--- src/rtl/retq_pkg.sv ---
package retq_pkg;

    localparam int DATA_W  = 32;
    localparam int DEST_W  = 5;
    localparam int FAULT_N = 4;
    localparam int CAUSE_W = 3;

    // Fault vector bit positions; a lower index has higher priority.
    localparam int F_BAD_OPCODE = 0;
    localparam int F_DIV_ZERO   = 1;
    localparam int F_MISALIGN   = 2;
    localparam int F_OVERFLOW   = 3;

    typedef logic [FAULT_N-1:0] fault_t;
    typedef logic [CAUSE_W-1:0] cause_t;

    typedef struct packed {
        logic              valid;
        logic              done;
        logic [DEST_W-1:0] dest;
        logic [DATA_W-1:0] data;
        fault_t            fault;
    } slot_t;

    // Lowest set bit wins; the result is index + 1, 0 when no bit is set.
    function automatic cause_t fault_to_cause(input fault_t f);
        cause_t c;
        c = '0;
        for (int i = FAULT_N - 1; i >= 0; i--) begin
            if (f[i]) begin
                c = cause_t'(i + 1);
            end
        end
        return c;
    endfunction

endpackage

--- src/rtl/retq_ptrs.sv ---
module retq_ptrs #(
    parameter int DEPTH = 16,
    parameter int IDX_W = 4,
    parameter int CNT_W = 5
) (
    input  logic             clk,
    input  logic             rst,
    input  logic             push,
    input  logic             pop,
    input  logic             clear,
    output logic [IDX_W-1:0] head,
    output logic [IDX_W-1:0] tail,
    output logic [CNT_W-1:0] count,
    output logic             full
);

    localparam logic [IDX_W-1:0] LAST_IDX = IDX_W'(DEPTH - 1);
    localparam logic [CNT_W-1:0] CNT_MAX  = CNT_W'(DEPTH);

    function automatic logic [IDX_W-1:0] step(input logic [IDX_W-1:0] p);
        return (p == LAST_IDX) ? '0 : p + IDX_W'(1);
    endfunction

    always_ff @(posedge clk) begin
        if (rst || clear) begin
            head  <= '0;
            tail  <= '0;
            count <= '0;
        end else begin
            if (push) begin
                tail <= step(tail);
            end
            if (pop) begin
                head <= step(head);
            end
            case ({push, pop})
                2'b10:   count <= count + CNT_W'(1);
                2'b01:   count <= count - CNT_W'(1);
                default: count <= count;
            endcase
        end
    end

    assign full = (count == CNT_MAX);

    // a push into a full buffer is only legal when a pop frees a slot.
    p_no_overflow_r3: assert property (@(posedge clk) disable iff (rst)
        !(push && full && !pop));

    // a retirement never happens from an empty buffer.
    p_no_underflow_r6: assert property (@(posedge clk) disable iff (rst)
        pop |-> (count != '0));

endmodule

--- src/rtl/retq_slots.sv ---
module retq_slots
    import retq_pkg::*;
#(
    parameter int DEPTH = 16,
    parameter int IDX_W = 4
) (
    input  logic              clk,
    input  logic              rst,
    input  logic              clear,
    input  logic              alloc_en,
    input  logic [IDX_W-1:0]  alloc_idx,
    input  logic [DEST_W-1:0] alloc_dest,
    input  logic              wb_en,
    input  logic [IDX_W-1:0]  wb_idx,
    input  logic [DATA_W-1:0] wb_data,
    input  fault_t            wb_fault,
    input  logic              pop,
    input  logic [IDX_W-1:0]  head_idx,
    output slot_t             head_slot
);

    slot_t slot_view [DEPTH];

    for (genvar g = 0; g < DEPTH; g++) begin : g_slot
        slot_t s_q;
        logic  hit_alloc;
        logic  hit_wb;
        logic  hit_pop;

        assign hit_alloc = alloc_en && (alloc_idx == IDX_W'(g));
        assign hit_wb    = wb_en && (wb_idx == IDX_W'(g));
        assign hit_pop   = pop && (head_idx == IDX_W'(g));

        always_ff @(posedge clk) begin
            if (rst || clear) begin
                s_q <= '0;
            end else begin
                if (hit_pop) begin
                    s_q.valid <= 1'b0;
                end
                if (hit_alloc) begin
                    s_q.valid <= 1'b1;
                    s_q.done  <= 1'b0;
                    s_q.dest  <= alloc_dest;
                    s_q.fault <= '0;
                end else if (hit_wb && s_q.valid && !s_q.done) begin
                    s_q.done  <= 1'b1;
                    s_q.data  <= wb_data;
                    s_q.fault <= wb_fault;
                end
            end
        end

        assign slot_view[g] = s_q;
    end

    assign head_slot = slot_view[head_idx];

    // only a finished, clean oldest slot is released.
    p_pop_ready_head_r4: assert property (@(posedge clk) disable iff (rst)
        pop |-> (head_slot.valid && head_slot.done && (head_slot.fault == '0)));

endmodule

--- src/rtl/retq_retire.sv ---
module retq_retire
    import retq_pkg::*;
(
    input  slot_t  head_slot,
    output logic   commit_valid,
    output logic   exc_valid,
    output cause_t cause
);

    logic head_finished;
    logic head_faulted;

    assign head_finished = head_slot.valid && head_slot.done;
    assign head_faulted  = |head_slot.fault;

    always_comb begin
        commit_valid = head_finished && !head_faulted;
        exc_valid    = head_finished && head_faulted;
        cause        = exc_valid ? fault_to_cause(head_slot.fault) : '0;
    end

endmodule

--- src/rtl/retire_queue.sv ---
module retire_queue
    import retq_pkg::*;
#(
    parameter int DEPTH = 16,
    parameter int TAG_W = $clog2(DEPTH)
) (
    input  logic              clk,
    input  logic              rst,
    input  logic              alloc_valid,
    input  logic [DEST_W-1:0] alloc_dest,
    output logic              alloc_ready,
    output logic [TAG_W-1:0]  alloc_tag,
    input  logic              wb_valid,
    input  logic [TAG_W-1:0]  wb_tag,
    input  logic [DATA_W-1:0] wb_data,
    input  logic [FAULT_N-1:0] wb_fault,
    output logic              commit_valid,
    output logic [DEST_W-1:0] commit_dest,
    output logic [DATA_W-1:0] commit_data,
    output logic [TAG_W-1:0]  commit_tag,
    output logic              exc_valid,
    output logic [CAUSE_W-1:0] exc_cause,
    output logic [TAG_W-1:0]  exc_tag
);

    localparam int CNT_W = $clog2(DEPTH + 1);
    localparam logic [TAG_W-1:0] LAST_TAG = TAG_W'(DEPTH - 1);

    logic [TAG_W-1:0] head;
    logic [TAG_W-1:0] tail;
    logic [CNT_W-1:0] count;
    logic             full;
    logic             alloc_fire;
    logic             wb_en;
    slot_t            head_slot;
    cause_t           cause;

    assign alloc_ready = !exc_valid && (!full || commit_valid);
    assign alloc_fire  = alloc_valid && alloc_ready;
    assign wb_en       = wb_valid && !exc_valid;

    retq_ptrs #(
        .DEPTH (DEPTH),
        .IDX_W (TAG_W),
        .CNT_W (CNT_W)
    ) u_ptrs (
        .clk   (clk),
        .rst   (rst),
        .push  (alloc_fire),
        .pop   (commit_valid),
        .clear (exc_valid),
        .head  (head),
        .tail  (tail),
        .count (count),
        .full  (full)
    );

    retq_slots #(
        .DEPTH (DEPTH),
        .IDX_W (TAG_W)
    ) u_slots (
        .clk        (clk),
        .rst        (rst),
        .clear      (exc_valid),
        .alloc_en   (alloc_fire),
        .alloc_idx  (tail),
        .alloc_dest (alloc_dest),
        .wb_en      (wb_en),
        .wb_idx     (wb_tag),
        .wb_data    (wb_data),
        .wb_fault   (wb_fault),
        .pop        (commit_valid),
        .head_idx   (head),
        .head_slot  (head_slot)
    );

    retq_retire u_retire (
        .head_slot    (head_slot),
        .commit_valid (commit_valid),
        .exc_valid    (exc_valid),
        .cause        (cause)
    );

    assign alloc_tag   = tail;
    assign commit_dest = head_slot.dest;
    assign commit_data = head_slot.data;
    assign commit_tag  = head;
    assign exc_cause   = cause;
    assign exc_tag     = head;

    // consecutive accepted allocations get consecutive, wrapping tags.
    p_tag_step_r2: assert property (@(posedge clk) disable iff (rst)
        alloc_fire |=> (alloc_tag == (($past(alloc_tag) == LAST_TAG) ?
                                      '0 : $past(alloc_tag) + TAG_W'(1))));

    // an exception cycle leaves the buffer empty on the next cycle.
    p_flush_empties_r10: assert property (@(posedge clk) disable iff (rst)
        exc_valid |=> ((count == '0) && !commit_valid && !exc_valid));

    // an invalid-opcode flag always reports cause 1.
    p_opcode_first_r9: assert property (@(posedge clk) disable iff (rst)
        (exc_valid && head_slot.fault[F_BAD_OPCODE]) |-> (exc_cause == 3'd1));

    // a reported exception carries a non-zero cause and writes nothing.
    p_exc_cause_r8: assert property (@(posedge clk) disable iff (rst)
        exc_valid |-> ((exc_cause != '0) && !commit_valid));

endmodule

--- config.mk ---
export PLATFORM = sky130hd
export DESIGN_NAME = retire_queue
export DESIGN_NICKNAME = d
export VERILOG_FILES = /design/src/rtl/retq_pkg.sv /design/src/rtl/retq_ptrs.sv /design/src/rtl/retq_slots.sv /design/src/rtl/retq_retire.sv /design/src/rtl/retire_queue.sv
export SDC_FILE = /design/constraint.sdc
export NUM_CORES = 2
export LEC_CHECK = 0
export ABC_AREA = 1
export CORE_MARGIN = 4
export CORE_UTILIZATION = 40
export CTS_CLUSTER_DIAMETER = 30
export CTS_CLUSTER_SIZE = 28
export DETAILED_ROUTE_END_ITERATION = 10
export GPL_ROUTABILITY_DRIVEN = 0
export GPL_TIMING_DRIVEN = 1
export MAX_ROUTING_LAYER = met4
export SYNTH_ARGS = -nofsm -noshare
export SYNTH_HDL_FRONTEND = slang
export SYNTH_HIERARCHICAL = 1
export SYNTH_SLANG_ARGS = --single-unit
--- constraint.sdc ---
create_clock -name clk -period 7.6 [get_ports clk]
set_input_delay 1.9 -clock clk [delete_from_list [all_inputs] [get_ports clk]]
set_output_delay 1.9 -clock clk [all_outputs]
set_load 0.05 [all_outputs]
Word level (Yosys, flattened, before mapping) --
Cells that the tools add are included.
Storage, ports and cells: register bits after elaboration 701, input bits 49, output and inout port bits 55, word-level logic and storage cells 356
Cells by class: add/sub/neg operators 4, magnitude comparators 1, equal/unequal tests 48, multiplexer cells 43, bitwise gates (word level) 17, reduce and logical (&&, ||, !) cells 160
Operators with widths (number):
- $bmux W43 S4 | 1
- $eq A4 B4 Y1 const B | 24
- $logic_and A1 B1 Y1 | 86
- $mux W43 | 2
- $eq A4 B3 Y1 const B | 12
- $reduce_bool A2 Y1 | 17
- $mux W1 | 32
- $reduce_and A2 Y1 | 16
- $reduce_or A2 Y1 | 16
- $eq A4 B2 Y1 const B | 6
- $logic_not A1 Y1 | 19
- $not A1 Y1 | 16
- $mux W3 | 5
- $eq A4 B1 Y1 const B | 3
- $logic_not A4 Y1 | 3
- $pmux W5 S2 | 1
- $add A4 B1 Y4 const B | 2
- $mux W4 | 2
- $add A5 B1 Y5 const B | 1
- $eq A5 B5 Y1 const B | 1
- $ge A5 B5 Y1 const B | 1
- $not A4 Y5 | 1
- $sub A5 B1 Y5 const B | 1
- $reduce_or A4 Y1 | 1
- 3 further kinds | 4

Longest topological paths before layout --
depth in word-level cells 13, depth in mapped cells 33, gate-level depth less buffers 29

Cells and area by module --
Netlist, hierarchy kept.
By module, submodules not included:
- retq_slots | instances 1, cells each 5771, area each 34359.2 µm², sequential area each 13773.2 µm²
- retq_ptrs | instances 1, cells each 102, area each 719.4 µm², sequential area each 260.2 µm²
- retire_queue | instances 1, cells each 13, area each 71.3 µm², sequential area each 0.0 µm²
- retq_retire | instances 1, cells each 15, area each 60.1 µm², sequential area each 0.0 µm²

Worst setup path before layout --
OpenSTA, ideal clock, no wires.
path kind reg2out, start point reg u_ptrs.head[0], end point out alloc_ready, data arrival time 3.637 ns, required time 5.700 ns, slack 2.063 ns, cell stages (with the launch flop) 21, path buffers 4, path through dfxtp_1 -> buf_2 -> inv_2 -> buf_2 -> buf_4 -> buf_2 -> nand2_1 -> nand2_1 -> nand2_1 -> nand2_1 -> nand2_1 -> nand2_1 -> inv_1 -> nand2_1 -> nor2_1 -> nand2_1 -> nor2_1 -> inv_1 -> nand2_2 -> nand2_2 -> inv_1
RTL lines:
- start, declared | RTL line retq_ptrs.sv:11 | output logic [IDX_W-1:0] head,
- start signal, assigned | RTL line retq_ptrs.sv:34 | head <= step(head);
- end, declared | RTL line retire_queue.sv:11 | output logic alloc_ready,

==> out/summary.log <==
qor: timing.setup_viol 0
qor: logic_synthesis.netlist_instances 5901
qor: logic_synthesis.synth-edff-count 0
qor: logic_synthesis.syn_nets 5956
qor: critical_path.crit-reg2reg-capture u_slots/g_slot[3].s_q[26]
qor: pwr.power_per_cell_area 276.2 mW/mm^2
qor: layout.layout_commonest_cell sky130_fd_sc_hd__nand2_1
qor: layout.final_layout_size_suffix_gt1_share 7.422%
qor: global_route.largest_net_degree_at_the_start_of_global_routing 195
qor: die.die_area 0.09284 sq mm
qor: pwr.clock_power_share 64.9%
qor: pwr.overall_power_consumption 11.74 mW
qor: die.core_area 0.08702 sq mm
qor: timing.clock_skew 0.05303 ns
qor: pwr.seqPwrFrac 31.6%
qor: clock_tree.setup_repair_bufs_after_cts 0
qor: layout.nNetsFinal 5881
qor: critical_path.timing.critical_path.to_type output port
qor: detailed_routing.postRouteAntennaNets 0
qor: placement.place_area 0.03639 sq mm
qor: critical_path.rr_worst_depth 21
qor: layout.areaGrowthSynthToFinish 20.75%
qor: die.floorplan.die.height 304.7 um
qor: pwr.internal-power 9.040 mW
qor: pwr.leakage 19.55 nW
qor: clock_tree.cts-root-buf sky130_fd_sc_hd__clkbuf_16
qor: clock_tree.cts.htree.levels 4
qor: global_route.via_count_of_the_first_global_routing_pass 33610
qor: critical_path.cp_max_fanout 83
qor: logic_synthesis.yosysUniqueCellTypes 32
qor: timing.finalMaxSlewViolations 0
qor: pwr.switching_power 2.700 mW
qor: critical_path.critPathArrivalTime 4.68 ns
qor: layout.final_cell_area 0.04251 sq mm
qor: flow_run.max-cap-violations 0
qor: clock_tree.worstSkewPairLatency 0.76 ns
qor: logic_synthesis.post-synth-top-area-fraction 39.86%
qor: detailed_routing.routed-via-count 36400
qor: detailed_routing.drc 0
qor: detailed_routing.wl_per_cell 18.25 um
qor: clock_tree.tritoncts_num_sinks 701
qor: clock_tree.numCtsBuffers 166
qor: logic_synthesis.post_synth_main_area_contributors sky130_fd_sc_hd__dfxtp_1, sky130_fd_sc_hd__nand2_1, sky130_fd_sc_hd__nor2_1, sky130_fd_sc_hd__nand3_1, sky130_fd_sc_hd__a21oi_1
qor: clock_tree.clock_transition_at_path_regs 0.04 ns
qor: clock_tree.cts_resized 0
qor: logic_synthesis.yosysTopAreaCell sky130_fd_sc_hd__dfxtp_1
qor: global_route.grt_antenna_before_repair 1
qor: critical_path.worst_setup_path_start_kind flop
qor: global_route.global_route_wire_length_before_repair 199600 um
qor: critical_path.worstSetupStartpoint u_ptrs/head[0]
qor: clock_tree.cts_tree done
qor: die.num_io_pins 104
qor: logic_synthesis.synth_seq_area_share 39.86%
qor: status.status finished, final reports clean
qor: timing.timing.final.crit_period 6.583 ns
qor: die.die_w 304.7 um
qor: clock_tree.clock_tree.buffer_depth 3
qor: critical_path.timing_worst_setup_path_type flop to output port
qor: timing.fmaxAchievable 151.9 MHz
qor: die.start_util 40.46%
qor: critical_path.timing.critical_path.to alloc_ready
qor: timing.post-route-period-util 86.62%
qor: clock_tree.cts-hold-fix-buffers 0
qor: timing.timing.slew.headroom 20.26%
qor: detailed_routing.count_of_routing_violations_after_the_opening_detailed_route_iteration 3839
qor: pwr.pwr-share-comb 3.4%
qor: logic_synthesis.yosys_register_bits 701
qor: hold_path.hold_path_class flop to flop
qor: logic_synthesis.post_synth_instance_area 0.03521 sq mm
qor: pwr.switching_fraction_of_total_power 23.00%
qor: detailed_routing.viasPerCell 5.108
qor: critical_path.crit_required 5.70 ns
qor: critical_path.r2r-start u_ptrs/head[0]
qor: logic_synthesis.synthesis.area_per_instance 5.967 sq um
qor: pwr.worst_ir_drop_vdd 0.0002068 V
qor: critical_path.regToRegSetupSlack 1.76 ns
qor: detailed_routing.iteration_count_of_the_initial_detailed_routing_pass 6
qor: global_route.grt_usage 28.05%
qor: timing.finalHoldViolations 0
qor: detailed_routing.post_route_wl 130100 um
qor: placement.port_bufs 103
qor: placement.hpwlAfterDp 71890 um
qor: die.rows 108
qor: timing.setup-tns-final 0 ns
qor: logic_synthesis.postSynth.asyncResetShare 0%
qor: global_route.overflow 0
qor: timing.rsz0062_at_grt false
qor: timing.worstMarginPinSlew 1.196 ns
qor: logic_synthesis.synth_ff_type sky130_fd_sc_hd__dfxtp_1
qor: layout.most-common-layout-cells sky130_fd_sc_hd__nand2_1, sky130_fd_sc_hd__nor2_1, sky130_fd_sc_hd__dfxtp_1
qor: logic_synthesis.synthesis.yosys.warnings 6
==> worst min-delay path by stage <==
| stage | from | to | slack (ns) | depth (start not counted) |
|---|---|---|---|---|
| after detailed placement | u_slots/g_slot[12].s_q[37] | u_slots/g_slot[12].s_q[37] | 0.45 | 2 |
| final | u_slots/g_slot[0].s_q[0] | u_slots/g_slot[0].s_q[0] | 0.46 | 2 |
| after floorplan | u_slots/g_slot[1].s_q[10] | u_slots/g_slot[1].s_q[10] | 0.44 | 2 |
| after global routing | u_slots/g_slot[1].s_q[6] | u_slots/g_slot[1].s_q[6] | 0.48 | 2 |
| after CTS | u_slots/g_slot[12].s_q[37] | u_slots/g_slot[12].s_q[37] | 0.46 | 2 |
| after global placement | u_slots/g_slot[9].s_q[27] | u_slots/g_slot[9].s_q[27] | 0.45 | 2 |
==> worst max-delay path: stages (launching register included) <==
cell and delay, ns:
sky130_fd_sc_hd__dfxtp_4 0.86, sky130_fd_sc_hd__buf_4 0.89, sky130_fd_sc_hd__nand2_1 0.12, sky130_fd_sc_hd__nand2_1 0.11
sky130_fd_sc_hd__nand2_1 0.05, sky130_fd_sc_hd__nand2_1 0.09, sky130_fd_sc_hd__nand2_1 0.05, sky130_fd_sc_hd__nand2_1 0.11
sky130_fd_sc_hd__inv_1 0.05, sky130_fd_sc_hd__nand2_1 0.06, sky130_fd_sc_hd__nand2_1 0.07, sky130_fd_sc_hd__nor2_1 0.11
sky130_fd_sc_hd__buf_4 0.20, sky130_fd_sc_hd__inv_1 0.07, sky130_fd_sc_hd__nand2_2 0.09, sky130_fd_sc_hd__nand2_2 0.06
sky130_fd_sc_hd__inv_1 0.05, sky130_fd_sc_hd__clkdlybuf4s50_1 0.79
==> flip-flops by register name (all words and copies together) (netlist names) <==
register	count
u_ptrs/count	5
u_ptrs/head	4
u_ptrs/tail	4
u_slots/g_slot.s_q	688
==> stage by stage <==
stage          worst slack, ns  utilization, %  instances  hold slack (ns)
3_5_place_dp             1.848           41.81       6813           0.4532
2_1_floorplan            2.063               -       5901           0.4402
4_1_cts                  1.020           48.85       7124           0.4599
5_1_grt                 0.7481           48.85       7125           0.4769
3_3_place_gp             1.847           41.81       6813           0.4485
6_report                 1.017           48.85       7125           0.4605
==> per-layer routing <==
metal	track usage (%)	share of wire, %	vias to the layer above
met2	43.59	45	1409
met3	4.764	7.9	285
met5	-	0	-
li1	-	-	17920
met4	10.77	3.5	0
met1	36.63	44	16780
==> power groups by stage <==
stage / sequential [mW] / clock, mW / combinational (mW)
6_report: 3.71 / 7.62 / 0.402
2_1_floorplan: 3.78 / 0 / 0.243
3_5_place_dp: 3.78 / 0 / 0.395
3_3_place_gp: 3.78 / 0 / 0.394
5_1_grt: 3.71 / 7.91 / 0.436
4_1_cts: 3.71 / 7.70 / 0.396
==> kinds of logic (layout without fill, tap and decap cells) <==
kind of cell / Yosys count / after routing / synth area share, %
AND/OR/NAND/NOR: 4238 / 4238 / 47.36
adder cells (fa/ha/maj): 6 / 6 / 0.2132
other: 0 / 1 / 0
flip-flops: 701 / 701 / 39.86
buffers and inverters: 604 / 672 / 7.505
AO/OA/AOI/OAI: 349 / 349 / 4.989
XOR/XNOR: 3 / 3 / 0.07464
==> synthesized netlist by cell type (2+ instances only) <==
| cell type | n |
|---|---|
| sky130_fd_sc_hd__a21oi_1 | 212 |
| sky130_fd_sc_hd__clkinv_1 | 4 |
| sky130_fd_sc_hd__nor3_1 | 47 |
| sky130_fd_sc_hd__nor2_2 | 12 |
| sky130_fd_sc_hd__nor2_8 | 2 |
| sky130_fd_sc_hd__ha_1 | 6 |
| sky130_fd_sc_hd__clkbuf_1 | 137 |
| sky130_fd_sc_hd__buf_4 | 24 |
| sky130_fd_sc_hd__nand3_4 | 2 |
| sky130_fd_sc_hd__nand2_1 | 2702 |
| sky130_fd_sc_hd__inv_1 | 174 |
| sky130_fd_sc_hd__buf_2 | 174 |
| sky130_fd_sc_hd__o21a_1 | 2 |
| sky130_fd_sc_hd__buf_1 | 57 |
| sky130_fd_sc_hd__nor2_1 | 1116 |
| sky130_fd_sc_hd__nor2_4 | 18 |
| sky130_fd_sc_hd__inv_2 | 25 |
| sky130_fd_sc_hd__o21bai_1 | 2 |
| sky130_fd_sc_hd__nand3_2 | 6 |
| sky130_fd_sc_hd__nand2_2 | 15 |
| sky130_fd_sc_hd__buf_6 | 9 |
| sky130_fd_sc_hd__xor2_1 | 3 |
| sky130_fd_sc_hd__nand4_1 | 2 |
| sky130_fd_sc_hd__nand3_1 | 311 |
| sky130_fd_sc_hd__o21ai_1 | 39 |
| sky130_fd_sc_hd__o21ai_0 | 94 |
| sky130_fd_sc_hd__dfxtp_1 | 701 |
==> final cells by class <==
type	instances	area [sq um]
Inverter	203	774.5
Timing Repair Buffer	158	1506
Sequential cell	701	14040
Clock buffer	217	4686
Fill cell	8988	44510
Multi-Input combinational cell	4596	18620
Antenna cell	1	2.502
Clock inverter	94	1440
Tap cell	1155	1445
(Power assumes the default switching activity.)
